`src/rtl/guard_window_pkg.sv`:
```
package guard_window_pkg;

    localparam int ADDR_W = 32;
    localparam int CODE_W = 5;
    localparam int ACC_W  = 2;

    typedef struct packed {
        logic              valid;
        logic [ADDR_W-1:0] base;
        logic [CODE_W-1:0] code;
    } guard_win_t;

    // Mask of the offset bits inside a window of 2^code bytes
    function automatic logic [ADDR_W-1:0] low_mask(input logic [CODE_W-1:0] code);
        return (ADDR_W'(1) << code) - ADDR_W'(1);
    endfunction

endpackage

```
`src/rtl/guard_cfg_reg.sv`:
```
module guard_cfg_reg
    import guard_window_pkg::*;
#(
    parameter int MIN_CODE = 5,
    parameter int MAX_CODE = ADDR_W - 1
) (
    input  logic              clk,
    input  logic              rst,
    input  logic              cfg_we,
    input  logic [ADDR_W-1:0] cfg_base,
    input  logic [CODE_W-1:0] cfg_code,
    output guard_win_t        win,
    output logic              cfg_err
);

    logic code_bad;
    logic align_bad;
    logic refuse;

    always_comb begin
        code_bad  = (cfg_code < CODE_W'(MIN_CODE)) || (cfg_code > CODE_W'(MAX_CODE));
        align_bad = (cfg_base & low_mask(cfg_code)) != '0;
        refuse    = code_bad || align_bad;
    end

    always_ff @(posedge clk) begin
        if (rst) begin
            win     <= '0;
            cfg_err <= 1'b0;
        end else begin
            cfg_err <= cfg_we && refuse;
            if (cfg_we && !refuse) begin
                win.valid <= 1'b1;
                win.base  <= cfg_base;
                win.code  <= cfg_code;
            end
        end
    end

endmodule

```
`src/rtl/guard_hit_detect.sv`:
```
module guard_hit_detect
    import guard_window_pkg::*;
(
    input  guard_win_t        win,
    input  logic              wr_valid,
    input  logic              wr_write,
    input  logic [ADDR_W-1:0] wr_addr,
    input  logic [ACC_W-1:0]  wr_size,
    output logic              hit
);

    localparam int XW    = ADDR_W + 1;
    localparam int N_END = 2;

    logic [XW-1:0]    ends [N_END];
    logic [XW-1:0]    hi_mask;
    logic [XW-1:0]    base_x;
    logic [N_END-1:0] end_hit;

    // First and last byte of the access. The window is never smaller than
    // the largest access, so checking both ends covers every overlap.
    always_comb begin
        ends[0] = {1'b0, wr_addr};
        ends[1] = {1'b0, wr_addr} + (XW'(1) << wr_size) - XW'(1);
        hi_mask = {1'b1, ~low_mask(win.code)};
        base_x  = {1'b0, win.base};
    end

    for (genvar e = 0; e < N_END; e++) begin : g_end
        assign end_hit[e] = ((ends[e] ^ base_x) & hi_mask) == '0;
    end

    assign hit = wr_valid && wr_write && win.valid && (|end_hit);

endmodule

```
`src/rtl/guard_fault_log.sv`:
```
module guard_fault_log
    import guard_window_pkg::*;
(
    input  logic              clk,
    input  logic              rst,
    input  logic              hit,
    input  logic [ADDR_W-1:0] wr_addr,
    output logic              sticky,
    output logic [ADDR_W-1:0] first_addr
);

    always_ff @(posedge clk) begin
        if (rst) begin
            sticky     <= 1'b0;
            first_addr <= '0;
        end else if (hit && !sticky) begin
            sticky     <= 1'b1;
            first_addr <= wr_addr;
        end
    end

endmodule

```
`src/rtl/guard_window_monitor.sv`:
```
module guard_window_monitor
    import guard_window_pkg::*;
#(
    parameter int MIN_CODE = 5
) (
    input  logic              clk,
    input  logic              rst,
    input  logic              cfg_we,
    input  logic [ADDR_W-1:0] cfg_base,
    input  logic [CODE_W-1:0] cfg_code,
    input  logic              wr_valid,
    input  logic              wr_write,
    input  logic [ADDR_W-1:0] wr_addr,
    input  logic [ACC_W-1:0]  wr_size,
    output logic              fault,
    output logic              fault_sticky,
    output logic [ADDR_W-1:0] fault_addr,
    output logic              cfg_err
);

    guard_win_t win;

    guard_cfg_reg #(.MIN_CODE(MIN_CODE)) cfg_i (
        .clk      (clk),
        .rst      (rst),
        .cfg_we   (cfg_we),
        .cfg_base (cfg_base),
        .cfg_code (cfg_code),
        .win      (win),
        .cfg_err  (cfg_err)
    );

    guard_hit_detect hit_i (
        .win      (win),
        .wr_valid (wr_valid),
        .wr_write (wr_write),
        .wr_addr  (wr_addr),
        .wr_size  (wr_size),
        .hit      (fault)
    );

    guard_fault_log log_i (
        .clk        (clk),
        .rst        (rst),
        .hit        (fault),
        .wr_addr    (wr_addr),
        .sticky     (fault_sticky),
        .first_addr (fault_addr)
    );

endmodule

```
`config.mk`:
```
export PLATFORM = sky130hd
export DESIGN_NAME = guard_window_monitor
export DESIGN_NICKNAME = d
export VERILOG_FILES = /design/src/rtl/guard_window_pkg.sv /design/src/rtl/guard_cfg_reg.sv /design/src/rtl/guard_hit_detect.sv /design/src/rtl/guard_fault_log.sv /design/src/rtl/guard_window_monitor.sv
export SDC_FILE = /design/constraint.sdc
export NUM_CORES = 1
export LEC_CHECK = 0
export BUFFER_PORTS_ARGS = -buffer_cell sky130_fd_sc_hd__buf_4
export CELL_PAD_IN_SITES_DETAIL_PLACEMENT = 0
export CELL_PAD_IN_SITES_GLOBAL_PLACEMENT = 1
export CORE_MARGIN = 1.5
export CORE_UTILIZATION = 32
export DETAILED_ROUTE_END_ITERATION = 10
export PLACE_DENSITY = 0.68
export RECOVER_POWER = 50
export SETUP_SLACK_MARGIN = 0.15
export SLEW_MARGIN = 5
export SYNTH_ARGS = -nofsm -noshare
export SYNTH_HDL_FRONTEND = slang
export SYNTH_HIERARCHICAL = 1
export SYNTH_SLANG_ARGS = --single-unit
```
`constraint.sdc`:
```
create_clock -name clk -period 6.38 [get_ports clk]
set_clock_uncertainty 0.2 [all_clocks]
set_input_delay 0.957 -clock clk [delete_from_list [all_inputs] [get_ports clk]]
set_output_delay 0.957 -clock clk [all_outputs]
set_load 0.005 [all_outputs]
```
; ---- Yosys cells after proc, flatten, opt, wreduce, memory -nomap -nowiden
; Index checks and enable logic that the tools add are counted.
; Widths: inputs -> output; s select.
[op_classes]
n_addsub = 4
n_mul = 0
div = 0
order_cmp = 2
n_eq_ne = 0
n_shift = 3
mux = 0
bitwise = 6
reduce_logical = 14
[op_table]
columns = operator, count
row1 = $and 33x33->33, 2
row2 = $logic_not 33->1, 2
row3 = $shl 1x5->32 const A, 2
row4 = $sub 32x2->32 const B, 2
row5 = $add 32x33->33, 1
row6 = $shl 1x2->33 const A, 1
row7 = $sub 33x1->33 const B, 1
row8 = $xor 33x32->33, 1
row9 = $and 32x32->32, 1
row10 = $not 32->32, 1
row11 = $reduce_bool 32->1, 1
row12 = $xor 32x32->32, 1
row13 = $logic_and 1x1->1, 6
row14 = $gt 5x5->1 const B, 1
row15 = $lt 5x3->1 const B, 1
row16 = $logic_not 1->1, 2
row17 = $logic_or 1x1->1, 2
row18 = $reduce_or 2->1, 1
[word_totals]
regBits = 72
latchBits = 0
ram_bits = 0
mem_bits_ro = 0
input_bits = 76
out_inout_bits = 35
mem_count = 0

; ---- Depth between registers and ports, before layout
[logic_depth]
word_depth = 9
mapped_depth = 20

; ---- Modules after synthesis
; Netlist, hierarchy kept.
[modules_own_cells]
columns = module, n_inst, cells_each, area_each_um2, seq_area_each_um2
row1 = guard_hit_detect, 1, 495, 3370.7, 0.0
row2 = guard_cfg_reg, 1, 279, 2443.6, 780.7
row3 = guard_fault_log, 1, 148, 1498.9, 660.6

; ---- Worst setup path before layout
; OpenSTA, ideal clock, no wires.
[synth_timing]
path_kind = input-to-output
from = input wr_size[1]
to = output fault
arrival_time_ns = 4.250
required_ns = 5.223
path_slack_ns = 0.973
stages = 17
n_path_buf = 0
path_cell_list = or2_2 > ha_1 > inv_1 > ha_1 > inv_1 > fa_1 > nand2b_1 > a211oi_1 > o21ai_1 > a41oi_1 > nand2_1 > o211ai_1 > and3_1 > o32ai_1 > a221oi_1 > o211ai_1 > o31ai_1
[synth_between]
elab_chain_cells = 8
[synth_lines]
columns = element, line_no
row1 = start: declaration, guard_window_monitor.sv:14  ; input logic [ACC_W-1:0] wr_size,
row2 = $shl 1x2->33, guard_hit_detect.sv:24  ; ends[1] = {1'b0, wr_addr} + (XW'(1) << wr_size) - XW'(1);
row3 = $add 32x33->33, guard_hit_detect.sv:24
row4 = $sub 33x1->33, guard_hit_detect.sv:24
row5 = $xor 33x32->33, guard_hit_detect.sv:30  ; assign end_hit[e] = ((ends[e] ^ base_x) & hi_mask) == '0;
row6 = $and 33x33->33, guard_hit_detect.sv:30
row7 = $logic_not 33->1, guard_hit_detect.sv:30
row8 = $reduce_or 2->1, guard_hit_detect.sv:33  ; assign hit = wr_valid && wr_write && win.valid && (|end_hit);
row9 = $logic_and 1x1->1, guard_hit_detect.sv:33
row10 = end: declaration, guard_window_monitor.sv:15  ; output logic fault,
; Every way passes these cells.

; ---- Worst setup path after layout
; Same ends and word-level chain as after synthesis.

==> run_results.csv <==
group,metric,value,unit
finish,drive_gt1_share,17.1,%
critical_path,required,5.22,ns
placed_design,gp_congestion,0.926,
critical_path,crit_chain,"buf_4, or2_2, ha_1, inv_1, ha_1, inv_1, fa_1, nand2b_1, a211oi_1, o21ai_1, a41oi_1, nand2_1, o211ai_1, and3_1, o32ai_1, a221oi_1, o211ai_1, o31ai_4, buf_4",
yosys,yosys_warnings,6,
clock_tree,cts.sinks,72,
clock_tree,cts_hold_buffers,0,
sta,tightestPinTransition,1.13,ns
placed_design,numPortBuffers,110,
finish,fill_cells,2403,
sta,fin_setup_tns,0,ns
grt,antenna_found_initial,0,
clock_tree,post_cts_resized,0,
yosys,synthesis.nets,1036,
yosys,synthArstFlopShare,0,%
yosys,synthSimpleGateAreaFrac,28.4,%
critical_path,worst_setup_path_end_kind,"output port",
placed_design,dp_slack,0.403,ns
finish,multi_input_area,5320,sq um
clock_tree,h-tree-depth,3,
route,avgViaCountPerCell,5.39,
finish,final_util,38.0,%
min_path,hp-class,"reg -> reg",
critical_path,crit_type,"in -> out",
power_and_ir_drop,leakage,3.32,nW
yosys,synth_top_flop_cell,"dfxtp_1",
sta,fin_hold_ws,0.262,ns
yosys,syn_avg_cell_area,7.93,sq um
finish,n_antenna_cell,0,
clock_tree,cts_tree,"done",
power_and_ir_drop,peakVddDrop,0.000100,V
floorplanning,fp.dieH,154,um
floorplanning,std_cell_rows,55,
finish,seqCellArea,1440,sq um
sta,timing.fmax,168,MHz
route,drt_iter0_drc,555,
route,ant_nets,0,
outcome,status,"complete, no violations",
clock_tree,insertion_delay,0.35,ns
route,drc,0,
sta,setup_viol,0,
sta,period_minus_slack,5.96,ns
sta,setup_ws,0.421,ns
min_path,min_path_cells,2,
critical_path,start_kind,"input pin",
yosys,synth_xor_area_share,10.8,%
yosys,yosysMostFrequentCell,"nand2b_1",
yosys,synth_area_leaders,"dfxtp_1 20%, nand2b_1 9.2%, xnor2_1 6.6%, ha_1 6.3%, mux2i_1 4.9%",
grt,track_usage,19.7,%
yosys,ys_ff_latch,72,
power_and_ir_drop,total_power,1.37,mW
sta,slew_headroom,24.5,%
yosys,synth-edff-count,0,
clock_tree,clkSlewWorstSetupHoldPaths,0.06,ns
yosys,synthAdderAreaFrac,6.60,%
yosys,synth_top_area_cell,"dfxtp_1",
floorplanning,num_io_pins,111,
route,first_pass_iters,5,
sta,rsz0062_at_grt,"false",
yosys,synthCells,922,
route,wl,23600,um
critical_path,cp_slowest_cell,"fa_1",
yosys,synth_compound_area_share,21.7,%
critical_path,critical_path.max_stage_delay,0.39,ns
clock_tree,root_buffer,"clkbuf_16",
grt,grt_pass1_wl,36600,um
route,dr_total_vias,6926,
floorplanning,initial_utilization,32.5,%
route,wl_per_cell,18.3,um
placed_design,dp_hpwl,18600,um
sta,fin_crit_sh,93.4,%
finish,area_growth,16.9,%
yosys,yosysSeqAreaShare,19.7,%
grt,grt-ovfl-total,0,
clock_tree,numCtsBuffers,9,
grt,grt_max_degree,140,
critical_path,critPathMaxFanout,4,
power_and_ir_drop,power_density,160,nW/um^2
yosys,synth.cell_area,7310,sq um
yosys,synth_top_family_by_area,"simple AND/OR/NAND/NOR gates",
yosys,yosysTopAreaCellShare,19.7,%
job,maxCapViolCount,0,
sta,finalHoldViolations,0,
floorplanning,core_area,22500,sq um
floorplanning,dieArea,23800,sq um
critical_path,rr_worst_depth,19,
yosys,yosys.cell_types.count,93,
clock_tree,postCtsSetupBuffers,0,
yosys,yosys-top-cells-count,"108 x nand2b_1, 72 x dfxtp_1, 65 x nand2_1",
grt,grt_pass1_vias,6620,
critical_path,cp.arrival,4.80,ns
sta,slew_violations,0,
floorplanning,die_x,154,um
clock_tree,clockBufferDepth,2,
finish,fin_nets,1110,
yosys,synthMuxAreaShare,5.08,%
==> stage by stage <==
step	instance area, sq um	std cells
CTS	8560	1286
finish	8550	1286
global placement	8250	1270
detailed placement	8250	1270
floorplan	7310	922
global route	8550	1286
==> metal layers <==
| layer | global-route usage (%) | vias up | share of wire, % |
|---|---|---|---|
| met1 | 28.0 | 3259 | 50 |
| met2 | 31.0 | 195 | 44 |
| met3 | 2.83 | 26 | 4.5 |
| met4 | 5.69 | 0 | 1.9 |
| met5 | 0 | - | 0 |
| li1 | - | 3446 | - |
==> power by group <==
part	total (mW)	switching [mW]	internal, mW
clock network	0.520	0.214	0.306
registers	0.450	0.000146	0.450
logic	0.397	0.223	0.174
total	1.37	0.438	0.929
==> cell usage in the layout (no fill, tap or decap), drive strengths merged, types with 32 or more instances in the layout <==
master,instances
nand2b,108
buf,89
o21ai,76
dfxtp,72
nand2,66
xnor2,55
a21oi,54
inv,51
clkbuf,44
nor2,38
ha,37
mux2i,36
xor2,35
nand4bb,32
==> cells by family after synthesis <==
| logic type | Yosys count |
|---|---|
| compound gates | 235 |
| flops | 72 |
| xor+xnor | 90 |
| buf+inv | 111 |
| mux | 37 |
| fa+ha+maj | 38 |
| simple gates | 339 |
==> worst max-delay path: cells and delay by family <==
kind	cells	cell delay (ns)
AOI/OAI and AO/OA	8	1.94
and+or+nand+nor	4	0.76
adders and majority gates	3	0.72
buffers and inverters	4	0.39
==> layout make-up <==
cell class                      instances  share of cell area [%]
Clock inverter                          7                   0.937
Multi-Input combinational cell        739                    62.2
Timing Repair Buffer                  124                    11.0
Tap cell                              285                    4.17
Sequential cell                        72                    16.9
Inverter                               50                    2.20
Clock buffer                            9                    2.64
==> registers in the layout, summed over array words and instances, names as in the netlist <==
signal	count
log_i/sticky	1
cfg_i/cfg_err	1
log_i/first_addr	32
cfg_i/win	38
==> worst paths after layout <==
kind	start	endpoint	slack, ns
min reg2reg	log_i/first_addr[16]	log_i/first_addr[16]	0.26
max	wr_size[1]	fault	0.42
min	log_i/first_addr[16]	log_i/first_addr[16]	0.26
max reg2reg	cfg_i/win[1]	log_i/first_addr[1]	1.24
No activity file was read; power rests on OpenSTA's default activity.
